## config.mk

```make
export PLATFORM = sky130hd
export DESIGN_NAME = mc_ctrl_fsm
export DESIGN_NICKNAME = d
export VERILOG_FILES = /design/src/rtl/mc_ctrl_pkg.sv /design/src/rtl/mc_state_reg.sv /design/src/rtl/mc_next_state.sv /design/src/rtl/mc_ctrl_decode.sv /design/src/rtl/mc_ctrl_fsm.sv
export SDC_FILE = /design/constraint.sdc
export NUM_CORES = 1
export LEC_CHECK = 0
export ABC_AREA = 1
export BUFFER_PORTS_ARGS = -buffer_cell sky130_fd_sc_hd__buf_4
export CORE_AREA = 2 2 39 41
export CTS_CLUSTER_DIAMETER = 120
export DETAILED_ROUTE_END_ITERATION = 8
export DIE_AREA = 0 0 41 43
export GPL_TIMING_DRIVEN = 0
export PLACE_DENSITY = 0.73
export SYNTH_ARGS = -nofsm -noshare
export SYNTH_HDL_FRONTEND = slang
export SYNTH_SLANG_ARGS = --single-unit
```

## constraint.sdc

```tcl
create_clock -name clk -period 1.8 [get_ports clk]
set_input_delay 0 -clock clk [delete_from_list [all_inputs] [get_ports clk]]
set_output_delay 0 -clock clk [all_outputs]
set_load 0.01 [all_outputs]
```

## src/rtl/mc_ctrl_pkg.sv

```systemverilog
package mc_ctrl_pkg;

    localparam int OPC_W   = 6;
    localparam int STATE_W = 4;

    typedef enum logic [STATE_W-1:0] {
        S_FETCH  = 4'd0,
        S_DECODE = 4'd1,
        S_MADDR  = 4'd2,
        S_MREAD  = 4'd3,
        S_LDWB   = 4'd4,
        S_MWRITE = 4'd5,
        S_EXEC   = 4'd6,
        S_RWB    = 4'd7,
        S_BRANCH = 4'd8,
        S_JUMP   = 4'd9
    } state_t;

    localparam logic [OPC_W-1:0] OPC_RTYPE = 6'h00;
    localparam logic [OPC_W-1:0] OPC_LOAD  = 6'h23;
    localparam logic [OPC_W-1:0] OPC_STORE = 6'h2B;
    localparam logic [OPC_W-1:0] OPC_BEQ   = 6'h04;
    localparam logic [OPC_W-1:0] OPC_JUMP  = 6'h02;

    typedef struct packed {
        logic       mem_read;
        logic       mem_write;
        logic       addr_sel;
        logic       ir_load;
        logic       alu_a_sel;
        logic [1:0] alu_b_sel;
        logic [1:0] alu_op;
        logic       pc_load;
        logic       pc_load_cond;
        logic [1:0] pc_src;
        logic       reg_write;
        logic       reg_dst;
        logic       wb_from_mem;
    } ctrl_t;

    function automatic ctrl_t ctrl_of(state_t s);
        ctrl_t c;
        c = '0;
        case (s)
            S_FETCH: begin
                c.mem_read  = 1'b1;
                c.ir_load   = 1'b1;
                c.alu_b_sel = 2'b01;
                c.pc_load   = 1'b1;
            end
            S_DECODE: c.alu_b_sel = 2'b11;
            S_MADDR: begin
                c.alu_a_sel = 1'b1;
                c.alu_b_sel = 2'b10;
            end
            S_MREAD: begin
                c.mem_read = 1'b1;
                c.addr_sel = 1'b1;
            end
            S_LDWB: begin
                c.reg_write   = 1'b1;
                c.wb_from_mem = 1'b1;
            end
            S_MWRITE: begin
                c.mem_write = 1'b1;
                c.addr_sel  = 1'b1;
            end
            S_EXEC: begin
                c.alu_a_sel = 1'b1;
                c.alu_op    = 2'b10;
            end
            S_RWB: begin
                c.reg_write = 1'b1;
                c.reg_dst   = 1'b1;
            end
            S_BRANCH: begin
                c.alu_a_sel    = 1'b1;
                c.alu_op       = 2'b01;
                c.pc_load_cond = 1'b1;
                c.pc_src       = 2'b01;
            end
            S_JUMP: begin
                c.pc_load = 1'b1;
                c.pc_src  = 2'b10;
            end
            default: c = '0;
        endcase
        return c;
    endfunction

    function automatic state_t next_of(state_t s, logic [OPC_W-1:0] op);
        state_t n;
        n = S_FETCH;
        case (s)
            S_FETCH:  n = S_DECODE;
            S_DECODE: begin
                if (op == OPC_RTYPE)                        n = S_EXEC;
                else if (op == OPC_LOAD || op == OPC_STORE) n = S_MADDR;
                else if (op == OPC_BEQ)                     n = S_BRANCH;
                else if (op == OPC_JUMP)                    n = S_JUMP;
                else                                        n = S_FETCH;
            end
            S_MADDR: begin
                if (op == OPC_LOAD)       n = S_MREAD;
                else if (op == OPC_STORE) n = S_MWRITE;
                else                      n = S_FETCH;
            end
            S_MREAD:  n = S_LDWB;
            S_EXEC:   n = S_RWB;
            default:  n = S_FETCH;
        endcase
        return n;
    endfunction

endpackage

```

## src/rtl/mc_state_reg.sv

```systemverilog
module mc_state_reg
    import mc_ctrl_pkg::*;
(
    input  logic   clk,
    input  logic   rst,
    input  state_t nxt,
    output state_t cur
);
    always_ff @(posedge clk) begin
        if (rst) cur <= S_FETCH;
        else     cur <= nxt;
    end
endmodule

```

## src/rtl/mc_next_state.sv

```systemverilog
module mc_next_state
    import mc_ctrl_pkg::*;
#(
    parameter int OW = OPC_W
) (
    input  state_t        cur,
    input  logic [OW-1:0] opcode,
    output state_t        nxt
);
    always_comb nxt = next_of(cur, opcode[OPC_W-1:0]);
endmodule

```

## src/rtl/mc_ctrl_decode.sv

```systemverilog
module mc_ctrl_decode
    import mc_ctrl_pkg::*;
(
    input  state_t cur,
    output ctrl_t  ctrl
);
    always_comb ctrl = ctrl_of(cur);
endmodule

```

## src/rtl/mc_ctrl_fsm.sv

```systemverilog
module mc_ctrl_fsm
    import mc_ctrl_pkg::*;
#(
    parameter int OW = OPC_W
) (
    input  logic          clk,
    input  logic          rst,
    input  logic [OW-1:0] opcode,
    output logic          mem_read,
    output logic          mem_write,
    output logic          addr_sel,
    output logic          ir_load,
    output logic          alu_a_sel,
    output logic [1:0]    alu_b_sel,
    output logic [1:0]    alu_op,
    output logic          pc_load,
    output logic          pc_load_cond,
    output logic [1:0]    pc_src,
    output logic          reg_write,
    output logic          reg_dst,
    output logic          wb_from_mem
);
    state_t cur_st;
    state_t nxt_st;
    ctrl_t  ctrl;

    mc_state_reg u_sreg (
        .clk (clk),
        .rst (rst),
        .nxt (nxt_st),
        .cur (cur_st)
    );

    mc_next_state #(.OW(OW)) u_next (
        .cur    (cur_st),
        .opcode (opcode),
        .nxt    (nxt_st)
    );

    mc_ctrl_decode u_dec (
        .cur  (cur_st),
        .ctrl (ctrl)
    );

    assign mem_read     = ctrl.mem_read;
    assign mem_write    = ctrl.mem_write;
    assign addr_sel     = ctrl.addr_sel;
    assign ir_load      = ctrl.ir_load;
    assign alu_a_sel    = ctrl.alu_a_sel;
    assign alu_b_sel    = ctrl.alu_b_sel;
    assign alu_op       = ctrl.alu_op;
    assign pc_load      = ctrl.pc_load;
    assign pc_load_cond = ctrl.pc_load_cond;
    assign pc_src       = ctrl.pc_src;
    assign reg_write    = ctrl.reg_write;
    assign reg_dst      = ctrl.reg_dst;
    assign wb_from_mem  = ctrl.wb_from_mem;
endmodule

```

# --- After elaboration in Yosys (flattened, before gate mapping) ---
# Cells that the tools add are included.
# W data, S select, Z words.
op_classes:
  eq_ne: 13
  mul: 0
  div: 0
  n_reduce_logical: 8
  magnitude_cmp: 0
  add_sub_neg: 0
  shift: 0
  n_bitwise: 0
  n_mux: 20
ops:
  columns: ["operator", "n"]
  rows:
  - ["$mux W4", 5]
  - ["$pmux W4 S5", 1]
  - ["$eq A4 B3 Y1 const B", 4]
  - ["$eq A6 B6 Y1 const B", 2]
  - ["$mux W1", 10]
  - ["$eq A4 B2 Y1 const B", 2]
  - ["$eq A4 B4 Y1 const B", 2]
  - ["$pmux W2 S2", 2]
  - ["$reduce_or A2 Y1", 4]
  - ["$eq A6 B2 Y1 const B", 1]
  - ["$eq A6 B3 Y1 const B", 1]
  - ["$logic_not A6 Y1", 1]
  - ["$pmux W2 S3", 1]
  - ["$eq A4 B1 Y1 const B", 1]
  - ["$logic_not A4 Y1", 1]
  - ["$mux W3", 1]
  - ["$reduce_or A3 Y1", 1]
  - ["$logic_or A1 B1 Y1", 1]
totals:
  reg_bits: 4
  word_cells: 42
  ram_bits: 0
  input_bits: 8
  n_memories: 0
  out_inout_bits: 16
  latch_bits: 0
  mem_bits_ro: 0

# --- Depth between registers and ports, before layout ---
logic_depth:
  depth_word: 6
  ltp_mapped: 7
  ltp_nobuf: 7

# --- Cells and area by module ---
# Synthesis repeated with hierarchy kept, for this count alone.
unflattened:
  cells_unflattened: 97
  area_unflattened_um2: 508.0
modules_own_cells:
  columns: ["mod", "area_per_inst_um2", "instances", "seq_area_each_um2", "cells_each"]
  rows:
  - ["mc_next_state", 237.7, 1, 0.0, 45]
  - ["mc_ctrl_decode", 160.2, 1, 0.0, 40]
  - ["mc_state_reg", 110.1, 1, 80.1, 12]

# --- Least setup slack after synthesis ---
# OpenSTA, ideal clock, no wires.
synth_path:
  path_type: "reg-to-output"
  startpoint: "register u_sreg.cur[1]"
  endpoint: "output alu_op[0]"
  arrival_time_ns: 0.972
  required_time_ns: 1.800
  stages_incl_launch_ff: 5
  setup_slack_ns: 0.828
  path_buffers: 1
  path_cell_list: "dfxtp_1 -> nor2_1 -> inv_1 -> nor2_1 -> buf_4"
synth_via:
  elab_chain_cells: 2
  word_cells_on_any_way: 3
  cone_classes: "eq/ne (2); mux (1)"
synth_lines:
  columns: ["element", "line_no", "rtl"]
  rows:
  - ["start: declaration", "mc_state_reg.sv:7", "output state_t cur"]
  - ["start signal: assignment", "mc_state_reg.sv:11", "else cur <= nxt;"]
  - ["$eq A4 B4 Y1 / $eq A4 B3 Y1 (equally long branches)", "mc_ctrl_pkg.sv:44", "case (s)"]
  - ["$pmux W2 S2 (*)", "mc_ctrl_pkg.sv:44", null]
  - ["end: declaration", "mc_ctrl_fsm.sv:15", "output logic [1:0] alu_op,"]
# Every way passes the cells marked *; elsewhere a longest branch is shown, timed or not.

# --- Worst setup path after layout ---
# Same ends and word-level chain as after synthesis.

==> results.md <==
Power and ir drop:
- Of the total power, combinational logic draws 0.265.
- The share of total power in sequential cells is 0.342.
- The power density normalized to cell area is 425 mW/mm2.
- Summed over all nets, the switching power comes to 0.0752 mW.
- The leakage power is 0.334 nW.
- The total power consumption of the routed design is 0.275 mW.
- The highest ir drop seen on vdd is 0.000299 V.
- The share of total power dissipated in the clock network is 0.393.
- The internal portion of total power is 0.200 mW.
- The switching fraction of total power is 0.273.

Drt:
- Summing over every cut layer, the via total after detailed routing is 543.
- The count of antenna-violating nets left after detailed routing is 0.
- The first TritonRoute pass finished after 4 iterations.
- After detailed routing, the total wire length is 1080 um.
- Dividing the detail-routed wire length by the instance count gives 8.87 um.
- The number of vias per cell is 4.45.
- The detailed router finished its first iteration with 13 violations.
- For this run, design rule violations remaining after detail routing come to 0.

Critical path:
- Grouping stages by cell kind, the critical path spends the most delay in flip-flops.
- The path depth of the worst reg2reg path is 7.
- The source of the critical timing path is u_sreg.cur[1].
- STA puts the critical path data arrival time at 1.29 ns.
- On the critical path, the stage with the largest delay is an instance of dfxtp_1.
- The depth of the critical timing path with buffers and inverters included is 5.
- The worst setup path is launched from a register.
- STA classifies the critical path endpoint as an output port.
- The reg-to-reg startpoint is u_sreg.cur[3].
- By startpoint and endpoint, the worst setup path is classified as reg -> out.
- The reg-to-reg setup timing slack is 0.77 ns.
- The count of buffer and inverter cells on the critical path is 3.
- The worst stage delay on the critical path is 0.35 ns.
- Of all nets on the critical path, the largest fanout is 6.
- The endpoint of the lowest-slack register-to-register path is u_sreg.cur[2].
- The most critical setup path has its endpoint at alu_op[0].
- The signal on the critical path passes through nor2_1, inv_1, nor2_1, buf_4, buf_4.
- The data required time of the critical path is 1.80 ns.

Layout:
- The flip-flop count of the largest register after layout is 4.
- The fraction of layout cells with a size suffix above 1 is 0.368.
- At the end of the flow the core is filled with cells to 0.468.
- The number of antenna diodes in the final layout is 0.
- The most flop-heavy register is u_sreg.cur.
- After routing the design area is 648 um2.
- The synthesis-to-layout area growth is 53.3%.
- The number of nets at the end of the flow is 116.
- The number of filler cells placed in the layout is 151.
- The largest registers in the layout are u_sreg.cur x4.

Timing:
- The final hold violation count came to 0.
- The worst clock skew is 0.00210 ns.
- Setup repair after global routing left no endpoint under its margin.
- The ratio of final minimum period to clock period is 0.716.
- In the post-route analysis, the smallest setup slack over all paths is 0.511 ns.
- The worst path in the final design needs a cycle of 1.29 ns, including I/O delays and setup.
- The sum of negative setup slack is 0 ns.
- The slew at the pin closest to its max-slew limit is 0.265 ns.
- The worst pin sits at a relative slew slack of 0.823.
- The final-report max-slew violation count is 0.
- The timing-limited maximum frequency is 776 MHz.
- Setup violations remaining at the end of the flow were counted as 0.

CTS:
- The CTS tree is done.
- Post-CTS repair changed the size of 0 cells.
- The post-cts hold buffer count is 1.
- The cell sitting at the root of the clock tree is a clkbuf_4.
- The clock transition at the register clock pins on the worst setup and hold paths after CTS is 0.04 ns.
- The TritonCTS buffer count is 3.
- CTS built an H-tree with a depth of 1.
- The worst-case clock buffer depth is 2.
- The number of sinks handled by clock tree synthesis is 4.
- In this run the post-CTS setup repair buffer count came out at 0.
- The worst-skew pair later-pin latency is 0.23 ns.

Synth:
- The compound-cell area share of the yosys netlist is 0.0947.
- After synthesis, the largest family of logic cells by area is simple AND/OR/NAND/NOR gates.
- Of the total synthesized cell area, the portion taken by full adders, half adders and majority gates is 0.
- The fraction of synthesized cell area in xor and xnor cells is 0.
- The unique cell type count in the Yosys netlist is 14.
- The multiplexer share of the synthesized area is 0.
- During synthesis, Yosys emitted a total of 0 warnings.
- The area fraction of the dominant cell type after synthesis is 0.189.
- The number of nets handed over by synthesis was 87.
- The share of the yosys chip area belonging to registers is 0.189.
- In this run, synthesis produced a sequential element count of 4.
- By area the synthesized netlist is led by dfxtp_1 19%, nor2_1 18%, nand2_1 12%.
- The synthesized cell area is 423 um2.
- Of the total synthesized cell area, the portion taken by AND, OR, NAND and NOR gates is 0.547.
- The dominant cell type by area after synthesis is dfxtp_1.
- The mean instance size in the synthesized netlist is 5.35 um2.
- The number of instances in the synthesized netlist is 79.

Placement:
- The count of port buffers added during placement is 23.
- In this run the cell area measured after placement is 616 um2.
- The wire-length estimate of the detail-placed layout is 892 um.
- OpenSTA, run right after detailed placement, puts the worst setup slack at 0.747 ns.
- The placer's final routability congestion estimate is 0.759.

Run status:
- The flow ran to the end, and the final reports show no timing, DRC or antenna violations.

Floorplan:
- In this run the horizontal extent of the chip is 41 um.
- The total core area is 0.00138 mm2.
- The area of the die is 0.00176 mm2.
- The floorplan has 14 rows.
- The effective utilization at floorplan is 0.306.
- The floorplan step set the die height to 43 um.
- During I/O placement, the number of pins put on the boundary was 24.

Run:
- The number of maximum-capacitance constraint violations is 0.

Global routing:
- The number of global-route vias before repair is 427.
- Entering global routing, the biggest net connects 8 pins.
- The first global-routing pass estimated 1610 um of wire.
- The aggregate global routing overflow is 0.
- The number of antenna violations at the first check in global routing is 0.
- The global-route usage over all layers is 0.134.

Hold path:
- The type of the most critical hold path is in -> reg.
-- kinds of logic after synthesis --
logic type             Yosys count
DFF                              4
AOI/OAI and AO/OA                8
buffers and inverters           17
and+or+nand+nor                 50
-- worst min-delay path by stage --
stage / start / end / cells past startpoint
floorplan: rst / u_sreg.cur[0] / 1
CTS: opcode[3] / u_sreg.cur[3] / 4
global route: opcode[3] / u_sreg.cur[3] / 4
global placement: rst / u_sreg.cur[0] / 2
finish: opcode[3] / u_sreg.cur[3] / 4
detailed placement: rst / u_sreg.cur[0] / 2
-- cells in the final DEF (no fill, tap or decap), drive strengths merged --
cell type | synthesis | routed
a21oi | 5 | 5
buf | 2 | 25
clkbuf | 0 | 3
dfxtp | 4 | 4
dlygate4sd3 | 0 | 1
inv | 15 | 15
nand2 | 16 | 16
nand3 | 8 | 8
nand3b | 1 | 1
nor2 | 25 | 25
o21ai | 3 | 3
-- power by group through the flow --
stage / clock network [mW] / registers, mW / logic [mW]
floorplan: 0 / 0.0950 / 0.0378
global placement: 0 / 0.0953 / 0.0703
detailed placement: 0 / 0.0954 / 0.0711
CTS: 0.112 / 0.0941 / 0.0731
global route: 0.112 / 0.0946 / 0.0812
finish: 0.108 / 0.0941 / 0.0729
-- synth_stat cells (all sizes together) --
master and instances:
nand3b 1, a21oi 5, nand3 8, inv 15
buf 2, o21ai 3, dfxtp 4, nand2 16
nor2 25
-- per-stage QoR --
step / hold WS (ns) / cells
floorplan: 0.0691 / 79
global placement: 0.180 / 118
detailed placement: 0.176 / 118
CTS: 0.0940 / 122
global route: 0.128 / 122
finish: 0.0973 / 122
-- worst reg2reg max path, cell delays in order (launching register included) --
cell and delay (ns):
dfxtp_1 0.35, inv_1 0.06, nand2_2 0.14, nor2_4 0.07, nor2_1 0.12, nand3_1 0.09, nand2_1 0.06, inv_1 0.03
-- layout make-up --
class                   instances  area [um2]  area share
multi-input cells              58         272       0.419
repair buffers                 24         183       0.282
flip-flops and latches          4        80.1       0.124
inverters                      15        56.3      0.0869
clock buffers                   3        22.5      0.0347
well taps                      16        20.0      0.0309
plain buffers                   2        15.0      0.0232
-- layer usage --
layer / share of wire / global-route usage / vias up
met1: 0.43 / 0.148 / 229
li1: - / - / 291
met2: 0.47 / 0.225 / 21
met4: 0.017 / 0.0800 / 0
met3: 0.083 / 0.0157 / 2
met5: 0 / 0 / -
(Power assumes the default switching activity.)
